$ cat config.mk
export PLATFORM = sky130hd
export DESIGN_NAME = fq_io_unit
export DESIGN_NICKNAME = d
export VERILOG_FILES = /design/src/rtl/fq_pkg.sv /design/src/rtl/fq_sync.sv /design/src/rtl/fq_qbit.sv /design/src/rtl/fq_cond_eval.sv /design/src/rtl/fq_io_unit.sv
export SDC_FILE = /design/constraint.sdc
export NUM_CORES = 1
export LEC_CHECK = 0
export BUFFER_PORTS_ARGS = -buffer_cell sky130_fd_sc_hd__buf_2
export CORE_AREA = 2 2 39 41
export CTS_CLUSTER_SIZE = 40
export DETAILED_ROUTE_END_ITERATION = 16
export DIE_AREA = 0 0 41 43
export PLACE_DENSITY = 0.48
export SYNTH_ARGS = -nofsm -noshare
export SYNTH_HDL_FRONTEND = slang
export SYNTH_HIERARCHICAL = 1
export SYNTH_SLANG_ARGS = --single-unit
$ cat constraint.sdc
create_clock -name clk -period 2.3 [get_ports clk]
set_input_delay 0.115 -clock clk [delete_from_list [all_inputs] [get_ports clk]]
set_output_delay 0.115 -clock clk [all_outputs]
set_load 0.005 [all_outputs]
$ cat src/rtl/fq_pkg.sv
package fq_pkg;
   // Sense of a conditional-branch test
   typedef enum logic {
      FQ_ON_HIGH = 1'b0,
      FQ_ON_LOW  = 1'b1
   } fq_sense_e;

   localparam int unsigned FQ_MIN_SYNC = 2;

   function automatic logic fq_decide(input logic level, input fq_sense_e sense);
      return (sense == FQ_ON_LOW) ? ~level : level;
   endfunction
endpackage

$ cat src/rtl/fq_sync.sv
module fq_sync #(
   parameter int unsigned WIDTH  = 4,
   parameter int unsigned STAGES = 2,
   parameter logic        IDLE   = 1'b0
) (
   input  logic             clk,
   input  logic             rst_n,
   input  logic [WIDTH-1:0] async_i,
   output logic [WIDTH-1:0] sync_o
);
   import fq_pkg::*;

   generate
      if (STAGES < FQ_MIN_SYNC) begin : g_bad_stages
         $error("fq_sync: STAGES must be at least 2");
      end
      if (WIDTH < 1) begin : g_bad_width
         $error("fq_sync: WIDTH must be at least 1");
      end
   endgenerate

   logic [STAGES-1:0][WIDTH-1:0] chain_q;

   always_ff @(posedge clk) begin
      if (!rst_n) chain_q[0] <= {WIDTH{IDLE}};
      else        chain_q[0] <= async_i;
   end

   for (genvar s = 1; s < STAGES; s++) begin : g_stage
      always_ff @(posedge clk) begin
         if (!rst_n) chain_q[s] <= {WIDTH{IDLE}};
         else        chain_q[s] <= chain_q[s-1];
      end
   end

   assign sync_o = chain_q[STAGES-1];
endmodule

$ cat src/rtl/fq_qbit.sv
module fq_qbit (
   input  logic clk,
   input  logic rst_n,
   input  logic set_i,
   input  logic clr_i,
   output logic q_o
);
   logic q_r;

   always_ff @(posedge clk) begin
      if (!rst_n)             q_r <= 1'b0;
      else if (set_i && !clr_i) q_r <= 1'b1;
      else if (clr_i && !set_i) q_r <= 1'b0;
   end

   assign q_o = q_r;

   AST_Q_SET: assert property (@(posedge clk) disable iff (!rst_n)
      (set_i && !clr_i) |=> q_o);
   AST_Q_CLR: assert property (@(posedge clk) disable iff (!rst_n)
      (clr_i && !set_i) |=> !q_o);
   AST_Q_HOLD: assert property (@(posedge clk) disable iff (!rst_n)
      (set_i == clr_i) |=> $stable(q_o));
endmodule

$ cat src/rtl/fq_cond_eval.sv
module fq_cond_eval #(
   parameter int unsigned NUM_FLAGS = 4,
   parameter int unsigned IDX_W     = 2
) (
   input  logic                 clk,
   input  logic                 rst_n,
   input  logic                 exec_i,
   input  logic [IDX_W-1:0]     idx_i,
   input  logic                 sense_i,
   input  logic [NUM_FLAGS-1:0] level_i,
   output logic                 taken_o
);
   import fq_pkg::*;

   logic picked;
   logic taken_r;

   generate
      if ((1 << IDX_W) == NUM_FLAGS) begin : g_full_index
         assign picked = level_i[idx_i];
      end else begin : g_partial_index
         // Index values past the last flag read as low
         always_comb begin
            picked = 1'b0;
            for (int i = 0; i < NUM_FLAGS; i++)
               if (idx_i == IDX_W'(i)) picked = level_i[i];
         end
      end
   endgenerate

   always_ff @(posedge clk) begin
      if (!rst_n) taken_r <= 1'b0;
      else        taken_r <= exec_i && fq_decide(picked, fq_sense_e'(sense_i));
   end

   assign taken_o = taken_r;

   AST_BR_PULSE: assert property (@(posedge clk) disable iff (!rst_n)
      !exec_i |=> !taken_o);
endmodule

$ cat src/rtl/fq_io_unit.sv
module fq_io_unit #(
   parameter int unsigned NUM_FLAGS       = 4,
   parameter int unsigned SYNC_STAGES     = 2,
   parameter bit          FLAG_ACTIVE_LOW = 1'b0,
   localparam int unsigned IDX_W          = (NUM_FLAGS > 1) ? $clog2(NUM_FLAGS) : 1,
   localparam int unsigned SEL_W          = IDX_W + 1
) (
   input  logic                 clk,
   input  logic                 rst_n,
   input  logic                 set_q_i,
   input  logic                 clr_q_i,
   input  logic                 br_exec_i,
   input  logic [SEL_W-1:0]     br_sel_i,
   input  logic [NUM_FLAGS-1:0] flag_pin_i,
   output logic                 q_o,
   output logic                 br_taken_o
);
   generate
      if (NUM_FLAGS < 2) begin : g_bad_flags
         $error("fq_io_unit: NUM_FLAGS must be at least 2");
      end
   endgenerate

   logic [NUM_FLAGS-1:0] sync_lvl;
   logic [NUM_FLAGS-1:0] asserted;

   fq_sync #(
      .WIDTH  (NUM_FLAGS),
      .STAGES (SYNC_STAGES),
      .IDLE   (FLAG_ACTIVE_LOW)
   ) u_sync (
      .clk     (clk),
      .rst_n   (rst_n),
      .async_i (flag_pin_i),
      .sync_o  (sync_lvl)
   );

   generate
      if (FLAG_ACTIVE_LOW) begin : g_inv
         assign asserted = ~sync_lvl;
      end else begin : g_pass
         assign asserted = sync_lvl;
      end
   endgenerate

   fq_qbit u_qbit (
      .clk   (clk),
      .rst_n (rst_n),
      .set_i (set_q_i),
      .clr_i (clr_q_i),
      .q_o   (q_o)
   );

   fq_cond_eval #(
      .NUM_FLAGS (NUM_FLAGS),
      .IDX_W     (IDX_W)
   ) u_eval (
      .clk     (clk),
      .rst_n   (rst_n),
      .exec_i  (br_exec_i),
      .idx_i   (br_sel_i[IDX_W-1:0]),
      .sense_i (br_sel_i[SEL_W-1]),
      .level_i (asserted),
      .taken_o (br_taken_o)
   );

   AST_BR_HIGH: assert property (@(posedge clk) disable iff (!rst_n)
      (br_exec_i && !br_sel_i[SEL_W-1]) |=> (br_taken_o == $past(asserted[br_sel_i[IDX_W-1:0]])));
   AST_BR_LOW: assert property (@(posedge clk) disable iff (!rst_n)
      (br_exec_i && br_sel_i[SEL_W-1]) |=> (br_taken_o == !$past(asserted[br_sel_i[IDX_W-1:0]])));
endmodule

# --- Yosys cells after proc, flatten, opt, wreduce, memory -nomap -nowiden ---
# Cells that the tools add are included.
word_totals:
  n_memories: 0
  ram_bits: 0
  latchBits: 0
  mem_bits_ro: 0
  inputBits: 12
  ff_bits: 10
  output_inout_bits: 2
  wordCells: 17
op_classes:
  n_lt_le_gt_ge: 1
  mul: 0
  n_bitwise: 1
  eq_ne: 0
  mux: 5
  n_div: 0
  n_addsub: 0
  shifts: 0
  reduce_logical: 6
op_table:
  columns: ["op", "n"]
  rows:
  - ["$mux W1", 4]
  - ["$logic_and A1 B1 Y1", 3]
  - ["$lt A2 B3 Y1 const B", 1]
  - ["$bmux W1 S2", 1]
  - ["$logic_not A1 Y1", 2]
  - ["$reduce_bool A2 Y1", 1]
  - ["$not A1 Y1", 1]

# --- Logic depth before layout (Yosys ltp) ---
# Gate-level depths: netlist of the first run.
logic_depth:
  ltp_word: 5
  ltp_mapped: 4
  mapped_depth_nobuf: 4

# --- By module ---
# The synthesis of the first run kept the hierarchy.
by_module_without_submodules:
  columns: ["module", "area_each_um2", "seq_area_each_um2", "cells_per_inst", "instances"]
  rows:
  - ["fq_sync", 240.2, 160.2, 20, 1]
  - ["fq_cond_eval", 57.6, 20.0, 4, 1]
  - ["fq_qbit", 52.6, 20.0, 5, 1]

# --- Worst setup path after synthesis of the first run ---
# OpenSTA, ideal clock, no wires.
synth_path:
  path_kind: "flip-flop to flip-flop"
  start: "register u_sync.chain_q, in the netlist u_sync/sync_o[3]"
  end: "register u_eval.taken_r, in the netlist u_eval/taken_o"
  t_required_ns: 2.184
  setup_slack_ns: 1.036
  path_stages_with_launch: 5
  n_path_buf: 1
  setup_ns: 0.116
  t_arrival_ns: 1.149
  period_less_slack_ns: 1.264
  cell_sequence: "dfxtp_1 -> buf_4 -> mux4_2 -> xor2_1 -> and3_1"
synth_between:
  elab_chain_len: 5
synth_lines:
  columns: ["element", "line", "rtl"]
  rows:
  - ["from (decl)", "fq_sync.sv:22", "logic [STAGES-1:0][WIDTH-1:0] chain_q;"]
  - ["from (signal, indexed assignment)", "fq_sync.sv:31", "if (!rst_n) chain_q[s] <= {WIDTH{IDLE}};"]
  - ["from (signal, indexed assignment)", "fq_sync.sv:32", "else chain_q[s] <= chain_q[s-1];"]
  - ["$bmux W1 S2 *", "fq_cond_eval.sv:20", "assign picked = level_i[idx_i];"]
  - ["$mux W1 (not written as such) *", "fq_cond_eval.sv:20", null]
  - ["$not A1 Y1", "fq_pkg.sv:11", "return (sense == FQ_ON_LOW) ? ~level : level;"]
  - ["$mux W1 *", "fq_pkg.sv:11", null]
  - ["$logic_and A1 B1 Y1 *", "fq_cond_eval.sv:33", "else taken_r <= exec_i && fq_decide(picked, fq_sense_e'(sense_i));"]
  - ["to (signal assigned)", "fq_cond_eval.sv:33", null]
  - ["to (decl)", "fq_cond_eval.sv:16", "logic taken_r;"]
# Every way passes the cells marked *; elsewhere a longest branch is shown, timed or not. The select of a mux whose other input is x is not followed.
# A chain may end at the register's enable or synchronous reset.

# --- Worst setup path after layout of the first run ---
# Ends and elaborated chain as after synthesis.

==> results_dict.tcl, run 1 <==
set metrics [dict create \
    tritoncts "yes" \
    path_class "flip-flop to flip-flop" \
    wl_per_cell_um 8.316 \
    ys_seq_area_share_pct 57.14 \
    antenna_left 0 \
    slew_viol_final 0 \
    rsz0062_at_grt "no" \
    worst_slack_ps 1121 \
    crit_fanout 1 \
    leakage_nw 0.2099 \
    syn_inst 29 \
    r2r_slack_ps 1120 \
    fin_tns_setup_ps 0 \
    ys_seq_elements 10 \
    clk_pin_slew_worst_paths_ps 60 \
    clock_path_buffers 2 \
    period_share_pct 51.28 \
    postCtsSetupRepairBufs 0 \
    syn-num-nets 42 \
    r2r_cells 3 \
    first_iter_violations 0 \
    end_kind "flip-flop" \
    cp_data_arrival_time_ps 1320 \
    use_met2_pct 8.438 \
    start_kind "flip-flop" \
    detail_route.first_pass.iterations 1 \
    cts_resized 0 \
    ys_warn_count 6 \
    grtUsageTotal_pct 7.078 \
    slew_headroom_pct 91.71 \
    min_path_cells 2 \
    reg2reg_from "u_sync/sync_o[3]" \
    wl_um 474 \
    layout_min_cycle_time_ps 1179 \
    io_pins 14 \
    vias_per_cell 3.789 \
    clockRootBuffer "clkbuf_4" \
    grt_start_max_net_pins 11 \
    antenna_found_initial 0 \
    finalHoldViolCount 0 \
    top_usage_layer "met2" \
    crit_family "multiplexers" \
    numPortBuffers 13 \
    vias 216 \
    grt_pass1_wl_um 731 \
    max_freq_mhz 847.9 \
    power.density_nw_per_um2 743.6 \
    core_region_area_um2 1384 \
    syn_area_per_cell_um2 12.08 \
    total_power_mw 0.3182 \
    tightest_slew_ps 120.8 \
    netlist_area_um2 350.3 \
    cts_hold_buf 0 \
    cap_violations 0 \
    clkLatencyLatePin_ps 250 \
    path_buf_inv 0 \
    synth_cell_types 10 \
    setup_viol 0 \
    hold_path_end "u_sync/chain_q[2]" \
    numCtsBuffers 3 \
    layout.nets 56 \
    place_ws_ps 1119 \
    drive_above_1_share_pct 41.46 \
    slowest_delay_ps 460 \
    die_h_um 43 \
    critPathRequiredTime_ps 2450 \
    ir_drop_v 0.0003208 \
    grt_pass1_vias 200 \
    n_fill_cell 159 \
    min_path_type "input port to flip-flop" \
    dp_hpwl_um 371.2 \
    finClkSkew_ps 0.7886 \
    layout_commonest_cell "buf_2" \
    use_met3_pct 4.712 \
    synthToLayoutAreaGrowth_pct 22.14 \
    start_util_pct 25.32 \
    worstReg2RegEnd "u_eval/taken_o" \
    rows 14 \
    final_cell_mix "buf_2, dfxtp_1, and2_1, clkbuf_4" \
    die_area_um2 1763 \
    htree_levels 1 \
    path_cells "mux4_2 > xor2_1 > and3_1" \
    drc 0 \
    hp-start "flag_pin_i[2]" \
    status "finished clean" \
    worst_path_max_delay_cell "mux4_2" \
    clock-sinks 10 \
    gp_congestion 0.6276 \
    grt_overflow 0 \
    die_w_um 41 \
    use_met1_pct 7.237 \
    antenna_cells 0 \
]
through the flow:
stage,cell area (µm²),instances,hold slack [ps],utilization [%]
floorplan,350.3,29,236.7,-
global placement,405.4,54,317.2,29.29
detailed placement,405.4,54,324.6,29.29
CTS,427.9,57,57.38,30.92
global route,427.9,57,59.70,30.92
finish,427.9,57,63.30,30.92
area by class of cell:
cell class / count / area, µm² / share of cell area [%]
Sequential cell: 10 / 200.2 / 46.78
Multi-Input combinational cell: 14 / 116.4 / 27.19
Timing Repair Buffer: 13 / 65.06 / 15.20
Clock buffer: 3 / 22.52 / 5.263
Tap cell: 16 / 20.02 / 4.678
Inverter: 1 / 3.754 / 0.8772
how the worst max path moves through the flow:
stage | start | endpoint | cells after the start
detailed placement | u_sync/sync_o[3] | u_eval/taken_o | 3
CTS | u_sync/sync_o[3] | u_eval/taken_o | 3
floorplan | u_sync/sync_o[3] | u_eval/taken_o | 4
finish | u_sync/sync_o[3] | u_eval/taken_o | 3
global placement | u_sync/sync_o[3] | u_eval/taken_o | 3
global route | u_sync/sync_o[3] | u_eval/taken_o | 3
where the power goes:
group	switching [mW]	internal, mW	leakage, nW
registers	0.00166	0.182	0.0826
logic	0.00905	0.0164	0.113
clock network	0.0496	0.0599	0.0138
total	0.0603	0.258	0.210
synth_stat cells:
library cell	instances	area, µm²
and2_1	8	50.05
and3_1	1	6.260
buf_4	4	30.03
dfxtp_1	10	200.2
ha_1	1	12.51
inv_1	1	3.750
mux2i_1	1	10.01
mux4_2	1	22.52
nor2b_1	1	6.260
xor2_1	1	8.760
flip-flops by register name, indices dropped and copies added, names as in the netlist:
signal / cells
u_eval/taken_o: 1
u_qbit/q_o: 1
u_sync/chain_q: 4
u_sync/sync_o: 4
kinds of logic after synthesis:
family                   count (synthesis)  synth area share (%)
AND/OR/NAND/NOR                         10                 17.86
adder cells (fa/ha/maj)                  1                 3.571
multiplexers                             2                 9.285
XOR/XNOR                                 1                 2.500
buffers and inverters                    5                 9.642
flip-flops                              10                 57.14
routing by layer:
layer	wire, µm	part of all wire, %
met2	218	46
met1	212	45
met4	0	0
met5	0	0
met3	43	9.1
(Power assumes the default switching activity.)
==> run 2, diff against run 1 <==
- ABC_AREA: unset -> 1
- CORE_AREA: 2 2 39 41 -> unset
- CORE_MARGIN: unset -> 2
- CORE_UTILIZATION: unset -> 30
- DIE_AREA: 0 0 41 43 -> unset
- PLACE_DENSITY: 0.48 -> 0.51
- clock period: 2.3 -> 1.2 ns (I/O delays scaled with it)
==> results_dict.tcl, run 2 <==
set metrics [dict create \
    slew_viol_final 0 \
    synth_cell_types 12 \
    final_cell_mix "nand2_1, buf_2, inv_1, dfxtp_1, dlygate4sd3_1" \
    vias 306 \
    yosysMostFrequentCell "nand2_1" \
    first_iter_violations 2 \
    power.density_nw_per_um2 1230 \
    min_path_type "input port to flip-flop" \
    worst_path_max_delay_cell "dfxtp_1" \
    crit_fanout 2 \
    clkLatencyLatePin_ps 250 \
    wl_per_cell_um 6.512 \
    clock-sinks 10 \
    grtUsageTotal_pct 8.475 \
    tritoncts "yes" \
    vias_per_cell 3.732 \
    r2r_slack_ps 440 \
    synth_edf_count 0 \
    detail_route.first_pass.iterations 2 \
    ys_seq_elements 10 \
    synth_top_cell_area_share_pct 49.08 \
    fin_tns_setup_ps 0 \
    finClkSkew_ps 3.431 \
    antenna_cells 0 \
    io_pins 14 \
    p_seq_share_pct 55.5 \
    layout_commonest_cell "nand2_1" \
    hp-start "br_sel_i[2]" \
    grt_overflow 0 \
    drive_above_1_share_pct 32.84 \
    r2r_cells 4 \
    die_h_um 40.88 \
    crit_family "flip-flops" \
    async_flop_share_pct 0 \
    critPathRequiredTime_ps 1350 \
    grt_start_max_net_pins 11 \
    start_kind "flip-flop" \
    netlist_top_cells_area "dfxtp_1, nand2_1, inv_1, nand3_2, buf_4" \
    hold_path_end "u_eval/taken_o" \
    path_class "flip-flop to flip-flop" \
    p_clk_share_pct 32.6 \
    layout_min_cycle_time_ps 758.2 \
    numPortBuffers 13 \
    cap_violations 0 \
    setup_viol 0 \
    antenna_found_initial 0 \
    ys_warn_count 6 \
    die_area_um2 1671 \
    ir_drop_v 0.0007654 \
    grt_pass1_wl_um 800 \
    synth_common_cells "nand2_1, inv_1, dfxtp_1" \
    clockRootBuffer "clkbuf_4" \
    worstReg2RegEnd "u_eval/taken_o" \
    tightest_slew_ps 173.7 \
    max_freq_mhz 1319 \
    die_w_um 40.88 \
    switching_power_mw 0.1335 \
    netlist_area_um2 407.9 \
    status "finished clean" \
    layout.nets 82 \
    leakage_nw 0.3178 \
    min_path_cells 3 \
    synth_top_cell_by_area "dfxtp_1" \
    cp_data_arrival_time_ps 910 \
    p_comb_share_pct 12.0 \
    power.internal_mw 0.5053 \
    rows 13 \
    clk_pin_slew_worst_paths_ps 60 \
    numCtsBuffers 3 \
    holdWs_ps 56.39 \
    synth_top_flop_cell "dfxtp_1" \
    slew_headroom_pct 88.42 \
    antenna_left 0 \
    rsz0062_at_grt "no" \
    gp_congestion 0.6112 \
    htree_levels 1 \
    switching_share_pct 20.90 \
    synthToLayoutAreaGrowth_pct 27.30 \
    ys_seq_area_share_pct 49.08 \
    core_region_area_um2 1285 \
    path_cells "nand2_1 > nand3_2 > a21oi_1 > nor2_1" \
    end_kind "flip-flop" \
    reg2reg_from "u_sync/sync_o[1]" \
    grt_pass1_vias 231 \
    syn_area_per_cell_um2 7.844 \
    syn-num-nets 65 \
    finalHoldViolCount 0 \
    path_buf_inv 0 \
    wl_um 534 \
    slowest_delay_ps 300 \
    period_share_pct 63.18 \
    dp_hpwl_um 388 \
    drc 0 \
    syn_inst 52 \
    start_util_pct 31.74 \
    clock_path_buffers 2 \
]
## run 2: timing repair
item                      4_1_cts  5_1_grt
buffers inserted                0        0
resized for setup               0        0
hold buffers                    4        0
hold endpoints to repair        4        0
## run 2: per-layer routing
| metal | global-route usage (%) | share of wire, % | vias up | wire (µm) |
|---|---|---|---|---|
| met5 | 0 | 0 | - | 0 |
| met4 | 5.000 | 0 | 0 | 0 |
| met1 | 7.309 | 45 | 120 | 242 |
| met3 | 8.152 | 9.4 | 0 | 50 |
| li1 | - | - | 176 | - |
| met2 | 12.50 | 45 | 10 | 242 |
## run 2: cell type report
class / instances / area [µm²]
Tap cell: 15 / 18.77
Multi-Input combinational cell: 24 / 123.9
Timing Repair Buffer: 17 / 105.1
Fill cell: 136 / 765.7
Inverter: 13 / 48.80
Sequential cell: 10 / 200.2
Clock buffer: 3 / 22.52
## run 2: stage by stage
step                area, µm²  total power, mW  util (%)  std cells  worst slack, ps
floorplan               407.9           0.4073         -         52            373.5
global placement        456.7           0.4284     35.54         75            440.6
global route            519.2           0.6874     40.41         82            398.2
finish                  519.2           0.6388     40.41         82            441.8
detailed placement      456.7           0.4294     35.54         75            436.4
CTS                     519.2           0.6551     40.41         82            431.3
## run 2: worst max path at each step
stage,depth (start not counted),from,endpoint,slack [ps]
final,4,u_sync/sync_o[1],u_eval/taken_o,440
after global routing,4,u_sync/sync_o[1],u_eval/taken_o,400
after CTS,4,u_sync/sync_o[1],u_eval/taken_o,430
after detailed placement,4,u_sync/sync_o[1],u_eval/taken_o,440
after global placement,4,u_sync/sync_o[1],u_eval/taken_o,440
after floorplan,5,u_sync/sync_o[1],u_eval/taken_o,370
## run 2: kinds of logic after synthesis
| group | count (synthesis) | synth area share (%) |
|---|---|---|
| fa+ha+maj | 1 | 3.067 |
| buf+inv | 18 | 20.55 |
| flops | 10 | 49.08 |
| compound gates | 1 | 1.226 |
| simple gates | 22 | 26.08 |
## run 2: power by group through the flow
stage / clock, mW / combinational (mW) / sequential, mW
finish: 0.208 / 0.0764 / 0.354
global route: 0.245 / 0.0864 / 0.356
global placement: 0 / 0.0668 / 0.362
detailed placement: 0 / 0.0675 / 0.362
CTS: 0.223 / 0.0776 / 0.354
floorplan: 0 / 0.0456 / 0.362
## run 2: worst register-to-register path, delay by kind of cell, from the launching register on
kind | cells | cell delay, ps
compound gates | 1 | 150
flops | 1 | 300
simple gates | 3 | 210
